### config.mk
export PLATFORM = sky130hd
export DESIGN_NAME = sdr_init_refresh_seq
export DESIGN_NICKNAME = d
export VERILOG_FILES = /design/src/rtl/sdr_seq_pkg.sv /design/src/rtl/sdr_delay_timer.sv /design/src/rtl/sdr_refresh_credit.sv /design/src/rtl/sdr_cmd_encode.sv /design/src/rtl/sdr_init_refresh_seq.sv
export SDC_FILE = /design/constraint.sdc
export NUM_CORES = 1
export LEC_CHECK = 0
export BUFFER_PORTS_ARGS = -buffer_cell sky130_fd_sc_hd__buf_4
export CELL_PAD_IN_SITES_DETAIL_PLACEMENT = 0
export CELL_PAD_IN_SITES_GLOBAL_PLACEMENT = 1
export CORE_AREA = 2 2 72 87
export DETAILED_ROUTE_END_ITERATION = 10
export DIE_AREA = 0 0 74 89
export PLACE_DENSITY = 0.84
export SLEW_MARGIN = 20
export SYNTH_ARGS = -nofsm -noshare
export SYNTH_HDL_FRONTEND = slang
export SYNTH_SLANG_ARGS = --single-unit
### constraint.sdc
create_clock -name clk -period 6.1 [get_ports clk]
set_clock_uncertainty 0.05 [all_clocks]
set_input_delay 0.305 -clock clk [delete_from_list [all_inputs] [get_ports clk]]
set_output_delay 0.305 -clock clk [all_outputs]
set_load 0.01 [all_outputs]
### src/rtl/sdr_seq_pkg.sv
package sdr_seq_pkg;

    typedef enum logic [1:0] {
        CMD_NOP,
        CMD_PRE_ALL,
        CMD_AREF,
        CMD_MODE
    } cmd_e;

    typedef enum logic [3:0] {
        ST_PAUSE,
        ST_PRE,
        ST_IREF,
        ST_MODE,
        ST_IDLE,
        ST_REF,
        ST_SELF,
        ST_SRX,
        ST_SRW
    } st_e;

    typedef struct packed {
        logic cs_n;
        logic ras_n;
        logic cas_n;
        logic we_n;
    } pins_t;

    function automatic int ns2cyc(input int ns, input int ps);
        longint num;
        num = longint'(ns) * 1000;
        return int'((num + longint'(ps) - 1) / longint'(ps));
    endfunction

    function automatic int imax(input int a, input int b);
        return (a > b) ? a : b;
    endfunction

endpackage

### src/rtl/sdr_delay_timer.sv
module sdr_delay_timer #(
    parameter int W       = 8,
    parameter int RST_VAL = 0
) (
    input  logic         clk,
    input  logic         rst,
    input  logic         load,
    input  logic [W-1:0] load_val,
    output logic         expired
);
    logic [W-1:0] cnt_q;

    always_ff @(posedge clk) begin
        if (rst)
            cnt_q <= W'(RST_VAL);
        else if (load)
            cnt_q <= load_val;
        else if (cnt_q != '0)
            cnt_q <= cnt_q - 1'b1;
    end

    assign expired = (cnt_q == '0);

    // an unloaded timer moves down by exactly one per cycle
    p_timer_step_r4: assert property (@(posedge clk) disable iff (rst)
        (!$past(rst) && !$past(load) && $past(cnt_q) != '0) |-> (cnt_q == $past(cnt_q) - 1'b1));

endmodule

### src/rtl/sdr_refresh_credit.sv
module sdr_refresh_credit #(
    parameter int INTERVAL = 1560,
    parameter int LIMIT    = 8,
    parameter int PW       = 4
) (
    input  logic          clk,
    input  logic          rst,
    input  logic          run,
    input  logic          clear,
    input  logic          take,
    output logic [PW-1:0] pending,
    output logic          full
);
    localparam int IW = $clog2(INTERVAL + 1);

    logic [IW-1:0] intv_q;
    logic          tick;
    logic [PW-1:0] pend_q;
    logic [PW-1:0] after_take;

    assign tick = run && (intv_q == IW'(INTERVAL - 1));

    always_ff @(posedge clk) begin
        if (rst || clear || !run || tick)
            intv_q <= '0;
        else
            intv_q <= intv_q + 1'b1;
    end

    always_comb begin
        after_take = pend_q - (take ? PW'(1) : PW'(0));
    end

    always_ff @(posedge clk) begin
        if (rst || clear)
            pend_q <= '0;
        else if (tick && after_take != PW'(LIMIT))
            pend_q <= after_take + 1'b1;
        else
            pend_q <= after_take;
    end

    assign pending = pend_q;
    assign full    = (pend_q == PW'(LIMIT));

    // credit never passes the postpone limit
    p_credit_cap_r7: assert property (@(posedge clk) disable iff (rst)
        pend_q <= PW'(LIMIT));

    // a refresh is only charged against existing credit
    p_take_nonzero_r5: assert property (@(posedge clk) disable iff (rst)
        take |-> (pend_q != '0));

endmodule

### src/rtl/sdr_cmd_encode.sv
module sdr_cmd_encode
    import sdr_seq_pkg::*;
#(
    parameter int                ADDR_W    = 12,
    parameter logic [ADDR_W-1:0] MODE_WORD = '0
) (
    input  cmd_e              cmd,
    output pins_t             pins,
    output logic [ADDR_W-1:0] addr
);
    always_comb begin
        addr = '0;
        case (cmd)
            CMD_PRE_ALL: begin
                pins     = '{cs_n: 1'b0, ras_n: 1'b0, cas_n: 1'b1, we_n: 1'b0};
                addr[10] = 1'b1;
            end
            CMD_AREF:  pins = '{cs_n: 1'b0, ras_n: 1'b0, cas_n: 1'b0, we_n: 1'b1};
            CMD_MODE: begin
                pins = '{cs_n: 1'b0, ras_n: 1'b0, cas_n: 1'b0, we_n: 1'b0};
                addr = MODE_WORD;
            end
            default:   pins = '{cs_n: 1'b0, ras_n: 1'b1, cas_n: 1'b1, we_n: 1'b1};
        endcase
    end
endmodule

### src/rtl/sdr_init_refresh_seq.sv
module sdr_init_refresh_seq
    import sdr_seq_pkg::*;
#(
    parameter int                CLK_PS       = 10000,
    parameter int                PWRUP_NS     = 100000,
    parameter int                TRP_NS       = 20,
    parameter int                TRC_NS       = 70,
    parameter int                REFI_NS      = 15600,
    parameter int                TMRD_CYC     = 2,
    parameter int                INIT_REFS    = 8,
    parameter int                POSTPONE_MAX = 8,
    parameter int                ADDR_W       = 12,
    parameter int                BA_W         = 2,
    parameter logic [ADDR_W-1:0] MODE_WORD    = 'h022
) (
    input  logic              clk,
    input  logic              rst,
    input  logic              ref_gnt,
    input  logic              sr_req,
    output logic              cs_n,
    output logic              ras_n,
    output logic              cas_n,
    output logic              we_n,
    output logic [ADDR_W-1:0] addr,
    output logic [BA_W-1:0]   ba,
    output logic              cke,
    output logic              ref_req,
    output logic              init_done
);
    localparam int PWR_C  = ns2cyc(PWRUP_NS, CLK_PS);
    localparam int TRP_C  = ns2cyc(TRP_NS, CLK_PS);
    localparam int TRC_C  = ns2cyc(TRC_NS, CLK_PS);
    localparam int REFI_C = ns2cyc(REFI_NS, CLK_PS);
    localparam int TMAX   = imax(imax(PWR_C, TRC_C), imax(TRP_C, TMRD_CYC));
    localparam int TW     = $clog2(TMAX + 1);
    localparam int ICW    = $clog2(INIT_REFS + 1);
    localparam int PW     = $clog2(POSTPONE_MAX + 1);

    st_e            st_q, st_n;
    cmd_e           cmd_q, cmd_n;
    logic           cke_q, cke_n;
    logic           done_q, done_n;
    logic           extra_q, extra_n;
    logic [ICW-1:0] icnt_q, icnt_n;
    logic           ld;
    logic [TW-1:0]  ldv;
    logic           expired;
    logic           take;
    logic [PW-1:0]  pending;
    logic           full;
    logic           run;
    logic           clear;
    pins_t          pins;

    sdr_delay_timer #(.W(TW), .RST_VAL(PWR_C - 1)) u_timer (
        .clk      (clk),
        .rst      (rst),
        .load     (ld),
        .load_val (ldv),
        .expired  (expired)
    );

    assign run   = done_q && (st_q == ST_IDLE || st_q == ST_REF);
    assign clear = (st_q == ST_SELF) || (st_q == ST_SRX) || (st_q == ST_SRW);

    sdr_refresh_credit #(.INTERVAL(REFI_C), .LIMIT(POSTPONE_MAX), .PW(PW)) u_credit (
        .clk     (clk),
        .rst     (rst),
        .run     (run),
        .clear   (clear),
        .take    (take),
        .pending (pending),
        .full    (full)
    );

    sdr_cmd_encode #(.ADDR_W(ADDR_W), .MODE_WORD(MODE_WORD)) u_enc (
        .cmd  (cmd_q),
        .pins (pins),
        .addr (addr)
    );

    always_comb begin
        st_n    = st_q;
        cmd_n   = CMD_NOP;
        cke_n   = cke_q;
        done_n  = done_q;
        extra_n = extra_q;
        icnt_n  = icnt_q;
        ld      = 1'b0;
        ldv     = '0;
        take    = 1'b0;
        case (st_q)
            ST_PAUSE: if (expired) begin
                cmd_n = CMD_PRE_ALL;
                ld    = 1'b1;
                ldv   = TW'(TRP_C - 1);
                st_n  = ST_PRE;
            end
            ST_PRE: if (expired) begin
                cmd_n  = CMD_AREF;
                ld     = 1'b1;
                ldv    = TW'(TRC_C - 1);
                icnt_n = ICW'(1);
                st_n   = ST_IREF;
            end
            ST_IREF: if (expired) begin
                ld = 1'b1;
                if (icnt_q == ICW'(INIT_REFS)) begin
                    cmd_n = CMD_MODE;
                    ldv   = TW'(TMRD_CYC - 1);
                    st_n  = ST_MODE;
                end else begin
                    cmd_n  = CMD_AREF;
                    ldv    = TW'(TRC_C - 1);
                    icnt_n = icnt_q + 1'b1;
                end
            end
            ST_MODE: if (expired) begin
                done_n = 1'b1;
                st_n   = ST_IDLE;
            end
            ST_IDLE: if (ref_gnt) begin
                if (sr_req) begin
                    cmd_n = CMD_AREF;
                    cke_n = 1'b0;
                    st_n  = ST_SELF;
                end else if (pending != '0) begin
                    cmd_n   = CMD_AREF;
                    take    = 1'b1;
                    ld      = 1'b1;
                    ldv     = TW'(TRC_C - 1);
                    extra_n = full;
                    st_n    = ST_REF;
                end
            end
            ST_REF: if (expired) begin
                if (extra_q) begin
                    cmd_n   = CMD_AREF;
                    take    = 1'b1;
                    ld      = 1'b1;
                    ldv     = TW'(TRC_C - 1);
                    extra_n = 1'b0;
                end else begin
                    st_n = ST_IDLE;
                end
            end
            ST_SELF: if (!sr_req) begin
                cke_n = 1'b1;
                ld    = 1'b1;
                ldv   = TW'(1);
                st_n  = ST_SRX;
            end
            ST_SRX: if (expired) begin
                ld   = 1'b1;
                ldv  = TW'(TRC_C - 1);
                st_n = ST_SRW;
            end
            ST_SRW: if (expired) st_n = ST_IDLE;
            default: st_n = ST_PAUSE;
        endcase
    end

    always_ff @(posedge clk) begin
        if (rst) begin
            st_q    <= ST_PAUSE;
            cmd_q   <= CMD_NOP;
            cke_q   <= 1'b1;
            done_q  <= 1'b0;
            extra_q <= 1'b0;
            icnt_q  <= '0;
        end else begin
            st_q    <= st_n;
            cmd_q   <= cmd_n;
            cke_q   <= cke_n;
            done_q  <= done_n;
            extra_q <= extra_n;
            icnt_q  <= icnt_n;
        end
    end

    assign cs_n      = pins.cs_n;
    assign ras_n     = pins.ras_n;
    assign cas_n     = pins.cas_n;
    assign we_n      = pins.we_n;
    assign ba        = '0;
    assign cke       = cke_q;
    assign init_done = done_q;
    assign ref_req   = done_q && (st_q == ST_REF ||
                       (st_q == ST_IDLE && (pending != '0 || sr_req)));

    // the pause carries nothing but NOP
    p_pause_nop_r1: assert property (@(posedge clk) disable iff (rst)
        (st_q == ST_PAUSE) |-> (!cs_n && ras_n && cas_n && we_n));

    // completion flag is sticky
    p_done_sticky_r3: assert property (@(posedge clk) disable iff (rst)
        init_done |=> init_done);

    // post-init commands only follow a grant
    p_grant_gate_r6: assert property (@(posedge clk) disable iff (rst)
        (init_done && !cs_n && !ras_n && !cas_n && we_n) |-> $past(ref_gnt));

    // CKE only falls together with a refresh command
    p_cke_fall_r9: assert property (@(posedge clk) disable iff (rst)
        $fell(cke) |-> (!cs_n && !ras_n && !cas_n && we_n));

    // clock enable held low in self-refresh
    p_self_cke_r10: assert property (@(posedge clk) disable iff (rst)
        (st_q == ST_SELF) |-> !cke);

    // exit window is quiet
    p_exit_quiet_r10: assert property (@(posedge clk) disable iff (rst)
        (st_q == ST_SRX || st_q == ST_SRW) |-> (ras_n && cas_n && we_n && !ref_req));

endmodule

### Yosys cells after proc, flatten, opt, wreduce, memory -nomap -nowiden

Index checks and enable logic that the tools add are counted.

* bits in registers: 42
* input port bits: 4
* output and inout port bits: 21
* logic and storage cells: 136

* add/subtract/negate cells: 5
* equal/unequal tests: 30
* muxes and demuxes: 62
* reduce and logical (&&, ||, !) cells: 30

Operators with widths (number)
* $mux W4: 15
* $pmux W4 S8: 1
* $mux W14: 2
* $mux W3: 8
* $ne A2 B2 Y1 const B: 12
* $mux W1: 20
* $pmux W3 S6: 1
* $eq A4 B3 Y1 const B: 4
* $logic_not A14 Y1: 1
* $mux W2: 7
* $reduce_bool A14 Y1: 1
* $sub A14 B1 Y14 const B: 1
* $eq A4 B4 Y1 const B: 3
* $add A11 B1 Y11 const B: 1
* $eq A11 B11 Y1 const B: 1
* $reduce_and A11 Y1: 1
* $pmux W2 S5: 1
* $pmux W3 S3: 1
* $add A4 B1 Y4 const B: 2
* $eq A4 B2 Y1 const B: 2
* $logic_or A1 B1 Y1: 8
* $pmux W4 S2: 1
* $reduce_and A4 Y1: 2
* $reduce_bool A2 Y1: 4
* other kinds (18): 27

### Longest topological paths before layout

* word-level depth: 10
* depth in mapped cells: 13
* gate-level depth less buffers: 13

### By module

A second synthesis with hierarchy kept.

* cell total of the unflattened synthesis: 326
* area, all modules: 2692.6 µm²

Modules (own cells, without submodules)
* sdr_init_refresh_seq: instances 1, cells an instance 123, area an instance 957.2 µm², seq. area each 260.2 µm²
* sdr_refresh_credit: instances 1, cells an instance 88, area an instance 822.0 µm², seq. area each 300.3 µm²
* sdr_delay_timer: instances 1, cells an instance 98, area an instance 803.3 µm², seq. area each 280.3 µm²
* sdr_cmd_encode: instances 1, cells an instance 17, area an instance 110.1 µm², seq. area each 0.0 µm²

### Worst setup path before layout

OpenSTA, ideal clock, no wires.

* path type: register to register
* start: reg u_credit.pend_q[0] (netlist: u_credit.pending[0])
* end: reg u_credit.pend_q[0] (netlist: u_credit.pending[0])
* library setup time: 0.126 ns
* arrival time: 2.417 ns
* data required time: 5.924 ns
* setup slack: 3.507 ns
* cell stages (with the launch flop): 12
* buffers on the path: 0
* clock period less this slack: 2.593 ns
* cells stage by stage: dfxtp_1 > or4_1 > and4b_1 > a21oi_4 > inv_1 > ha_1 > ha_1 > or2_2 > o21ai_0 > a22o_1 > a21oi_1 > mux2i_1

* longest elaborated chain between the ends: 10
* elaborated cells between the ends (all ways): 11
* classes of those cells: 2 x add/sub; 1 x eq/ne; 6 x mux; 2 x reduce/logical

RTL lines
* from (decl): line sdr_refresh_credit.sv:18 `logic [PW-1:0] pend_q;`
* from (signal assigned): line sdr_refresh_credit.sv:38 `pend_q <= after_take + 1'b1;`
* from (signal assigned): line sdr_refresh_credit.sv:40 `pend_q <= after_take;`
* $reduce_bool A4 Y1: line sdr_init_refresh_seq.sv:127 `end else if (pending != '0) begin`
* $mux W1: line sdr_init_refresh_seq.sv:127
* $mux W1: line sdr_init_refresh_seq.sv:123 `if (sr_req) begin`
* $mux W1: line sdr_init_refresh_seq.sv:122 `ST_IDLE: if (ref_gnt) begin`
* $pmux W1 S2: line sdr_init_refresh_seq.sv:92 `case (st_q)`
* $mux W1: line sdr_refresh_credit.sv:31 `after_take = pend_q - (take ? PW'(1) : PW'(0));`
* $sub A4 B4 Y4 (*): line sdr_refresh_credit.sv:31
* branches (longest 2 deep; another with $add A4 B1 Y4)
* $mux W4 (*): line sdr_refresh_credit.sv:37 `else if (tick && after_take != PW'(LIMIT))`

Mark *: on every way between the ends.
A chain may end at the register's enable or synchronous reset.

### Final worst setup path

* start: reg st_q[1]
* end: reg u_credit.pend_q[1] (netlist: u_credit.pending[1])

* longest elaborated chain between the ends: 7
* elaborated cells between the ends (all ways): 18
* classes of those cells: 2 x add/sub; 6 x eq/ne; 3 x mux; 7 x reduce/logical

RTL lines
* from (decl): line sdr_init_refresh_seq.sv:39 `st_e st_q, st_n;`
* from (signal assigned): line sdr_init_refresh_seq.sv:172 `st_q <= st_n;`
* branches (longest 7 deep; another with $sub A4 B4 Y4)

Parallel ways; which one is timed is not known.

==> impl_metrics.toml <==
[yosys]
synthArstFlopShare_pct = 0
yosysTopAreaCellShare_pct = 30.9
synth_area_leader_cell = "dfxtp_1"
ys_seq_elements = 42
synth_edf_count = 0
yosys-top-cells-area = "dfxtp_1 (31%), buf_4 (4.4%), xor2_1 (4.2%), ha_1 (4.1%), nor2_1 (4.1%)"
synth_ff_type = "dfxtp_1"
synthCells = 320
ys_types = 63
synth-seq-area-share_pct = 30.9
yosysWarnings = 0
synth.cell_area_mm2 = 0.00272
avgSynthCellArea_um2 = 8.51

[clock_network]
cts-resized-gates = 0
cts_setup_buffers = 0
cts_made_buffers = 5
clock_sinks = 42
cts.clk_slew.worst_paths_ns = 0.09
cts_tree = "yes"
clk_latency_ns = 0.30
ctsHtreeMaxLevel = 2
cts_buffer_depth = 2
cts_root_buf = "clkbuf_8"
holdBufCountCts = 0

[routing]
ant_nets = 0
vias_per_cell = 5.29
routed_wl_um = 5280
drt-initial-drc-count = 63
vias = 2127
wire_per_inst_um = 13.1
firstDrtPassIters = 4
drc = 0

[setup_path]
cp.arrival_ns = 3.09
rrSetupSlack_ns = 3.19
path_delay_family = "simple AND/OR/NAND/NOR gates"
critPathLaunch = "st_q[1]"
startpoint_type = "flop"
slowest_delay_ns = 0.57
critPathKind = "reg -> reg"
cp_cell_sequence = "nor4b_2, and4b_1, a21oi_4, inv_1, ha_1, ha_1, or2_2, o21ai_0, a22o_1, a21oi_1, mux2i_1"
cp_max_fo = 20
crit_buf_inv = 1
cp-end-kind = "flop"
critical_path.slowest_cell = "nor4b_2"
cp.required_ns = 6.28
regToRegStartpoint = "st_q[1]"
crit_top_cell = "ha_1"
r2r_cells = 11
r2r-end = "u_credit.pending[1]"

[grt]
grt_overflow_total = 0
grtUsageTotal_pct = 17.3
grt_max_degree = 33
grt_pass1_wl_um = 8940
grt_pass1_vias = 1970
antenna_found_initial = 0

[floorplanning]
rows = 30
dieWidth_um = 74
die_y_um = 89
core_mm2 = 0.00567
pin_count = 25
initial_core_util_pct = 48.1
die_area_mm2 = 0.00659

[power_and_ir_drop]
peakVddDrop_v = 0.000142
p_leak_uw = 0.00109
power.density_mw_per_mm2 = 206

[min_path]
hold_class = "in -> reg"
hold_depth = 3
hold_start = "ref_gnt"
hold_end = "cmd_q[1]"

[timing]
finalSetupTns_ns = 0
hold_viol_final = 0
relSlewSlack_pct = 59.2
rsz0062_at_grt = "no"
drv_slew = 0
worst_pin_slew_ns = 0.612
setup_viol = 0
fmax_mhz = 344
post-route-period-util_pct = 47.7
fin_crit_ns = 2.91

[cells_and_area]
stdcell_area_mm2 = 0.00289
drive_gt1_share_pct = 12.7
syn_to_final_growth_pct = 6.16
n_antenna_cell = 0
num-nets-final = 334

[placed_design]
place_congestion = 0.761
placed_area_mm2 = 0.00275
post-dp-hpwl_um = 3930
port_buffers = 12

[status]
outcome = "complete, no violations"

[run]
cap_violations = 0
[cell usage in the layout, fill, tap and decap left out, types with 2 or more instances in the layout]
cell type   n
a21oi_1    12
dfxtp_1    42
bufinv_16   2
xnor2_1    12
o21bai_1    7
and4_1      2
a31oi_1     2
nand3_1    12
nand2b_1    8
nand4b_1    2
nor2b_1     4
nor4_2      2
nand3b_1    3
buf_4      12
nand2_1    20
nor4_1      6
nor3_2      4
or3b_1      2
and4b_1     2
conb_1     12
nand4_1     6
a31o_1      2
clkbuf_8    5
o21ai_0    11
nor3_1     13
xor2_1     13
nor3b_1     3
nor2_1     30
mux2i_1     7
or2_2       3
a211oi_2    2
and3_1      6
nor4b_1     3
ha_1        9
inv_1      14
[synthesized netlist by cell type, drive strengths merged, types with 3 or more instances]
cell type and instances:
a211oi 3, a21oi 14, and3 6, buf 24, clkbuf 5, dfxtp 42
ha 9, inv 14, mux2i 7, nand2 21, nand2b 9, nand3 12
nand3b 3, nand4 6, nor2 30, nor2b 4, nor3 17, nor3b 3
nor4 9, nor4b 4, o21ai 12, o21bai 7, or2 3, xnor2 12
xor2 13
[worst register-to-register path, stage by stage (launching register included)]
cell	delay [ns]
dfxtp_1	0.51
nor4b_2	0.58
and4b_1	0.31
a21oi_4	0.06
inv_1	0.07
ha_1	0.15
ha_1	0.21
or2_2	0.12
o21ai_0	0.07
a22o_1	0.25
a21oi_1	0.25
mux2i_1	0.21
[power breakdown]
group | internal (uW) | total [uW] | switching (uW) | leakage, uW
Sequential | 280 | 287 | 7.09 | 0.000339
Clock | 164 | 265 | 101 | 0.0000683
Combinational | 17.2 | 42.4 | 25.2 | 0.000685
[worst max path at each step]
stage	endpoint	slack (ns)	depth (start not counted)
2_1_floorplan	u_credit.pending[0]	3.51	11
3_3_place_gp	u_credit.pending[0]	3.29	11
3_5_place_dp	u_credit.pending[1]	3.21	11
6_report	u_credit.pending[1]	3.19	11
4_1_cts	u_credit.pending[1]	3.19	11
5_1_grt	u_credit.pending[0]	2.93	11
[kinds of logic (layout without fill, tap and decap cells)]
logic type / after synthesis / after routing / synth area share (%)
and+or+nand+nor: 141 / 141 / 30.8
other: 1 / 12 / 0.138
buffers and inverters: 43 / 34 / 9.32
adders and majority gates: 9 / 9 / 4.13
xor gates and xnor gates: 25 / 25 / 8.04
muxes: 7 / 7 / 2.57
AOI/OAI and AO/OA: 52 / 52 / 14.1
DFF: 42 / 42 / 30.9
[final cells by class]
class	instances	area, um^2
Clock buffer	5	68.8
Clock inverter	3	68.8
Fill cell	584	2780
Inverter	14	52.6
Multi-Input combinational cell	246	1670
Sequential cell	42	841
Tap cell	80	100
Timing Repair Buffer	12	90.1
[stage by stage]
step / util, % / cells / hold WS [ns] / setup slack, ns / total power (uW)
5_1_grt: 51.0 / 402 / 0.299 / 2.93 / 621
6_report: 51.0 / 402 / 0.301 / 3.19 / 594
3_5_place_dp: 48.6 / 394 / 0.393 / 3.21 / 336
3_3_place_gp: 48.6 / 394 / 0.380 / 3.29 / 335
4_1_cts: 51.0 / 402 / 0.294 / 3.19 / 603
2_1_floorplan: - / 331 / 0.363 / 3.51 / 331
[layer usage]
layer	part of all wire, %	GRT usage (%)	up-vias
met5	0	0	-
met3	2.5	3.61	9
met4	1.6	6.28	0
li1	-	-	1109
met1	43	20.1	984
met2	52	31.0	25
[flip-flops by register name, summed over array words and instances (netlist names)]
name / cells
u_timer.cnt_q: 14
u_credit.intv_q: 11
icnt_q: 4
st_q: 4
u_credit.pending: 4
cmd_q: 2
cke: 1
extra_q: 1
init_done: 1
(Power assumes the default switching activity.)
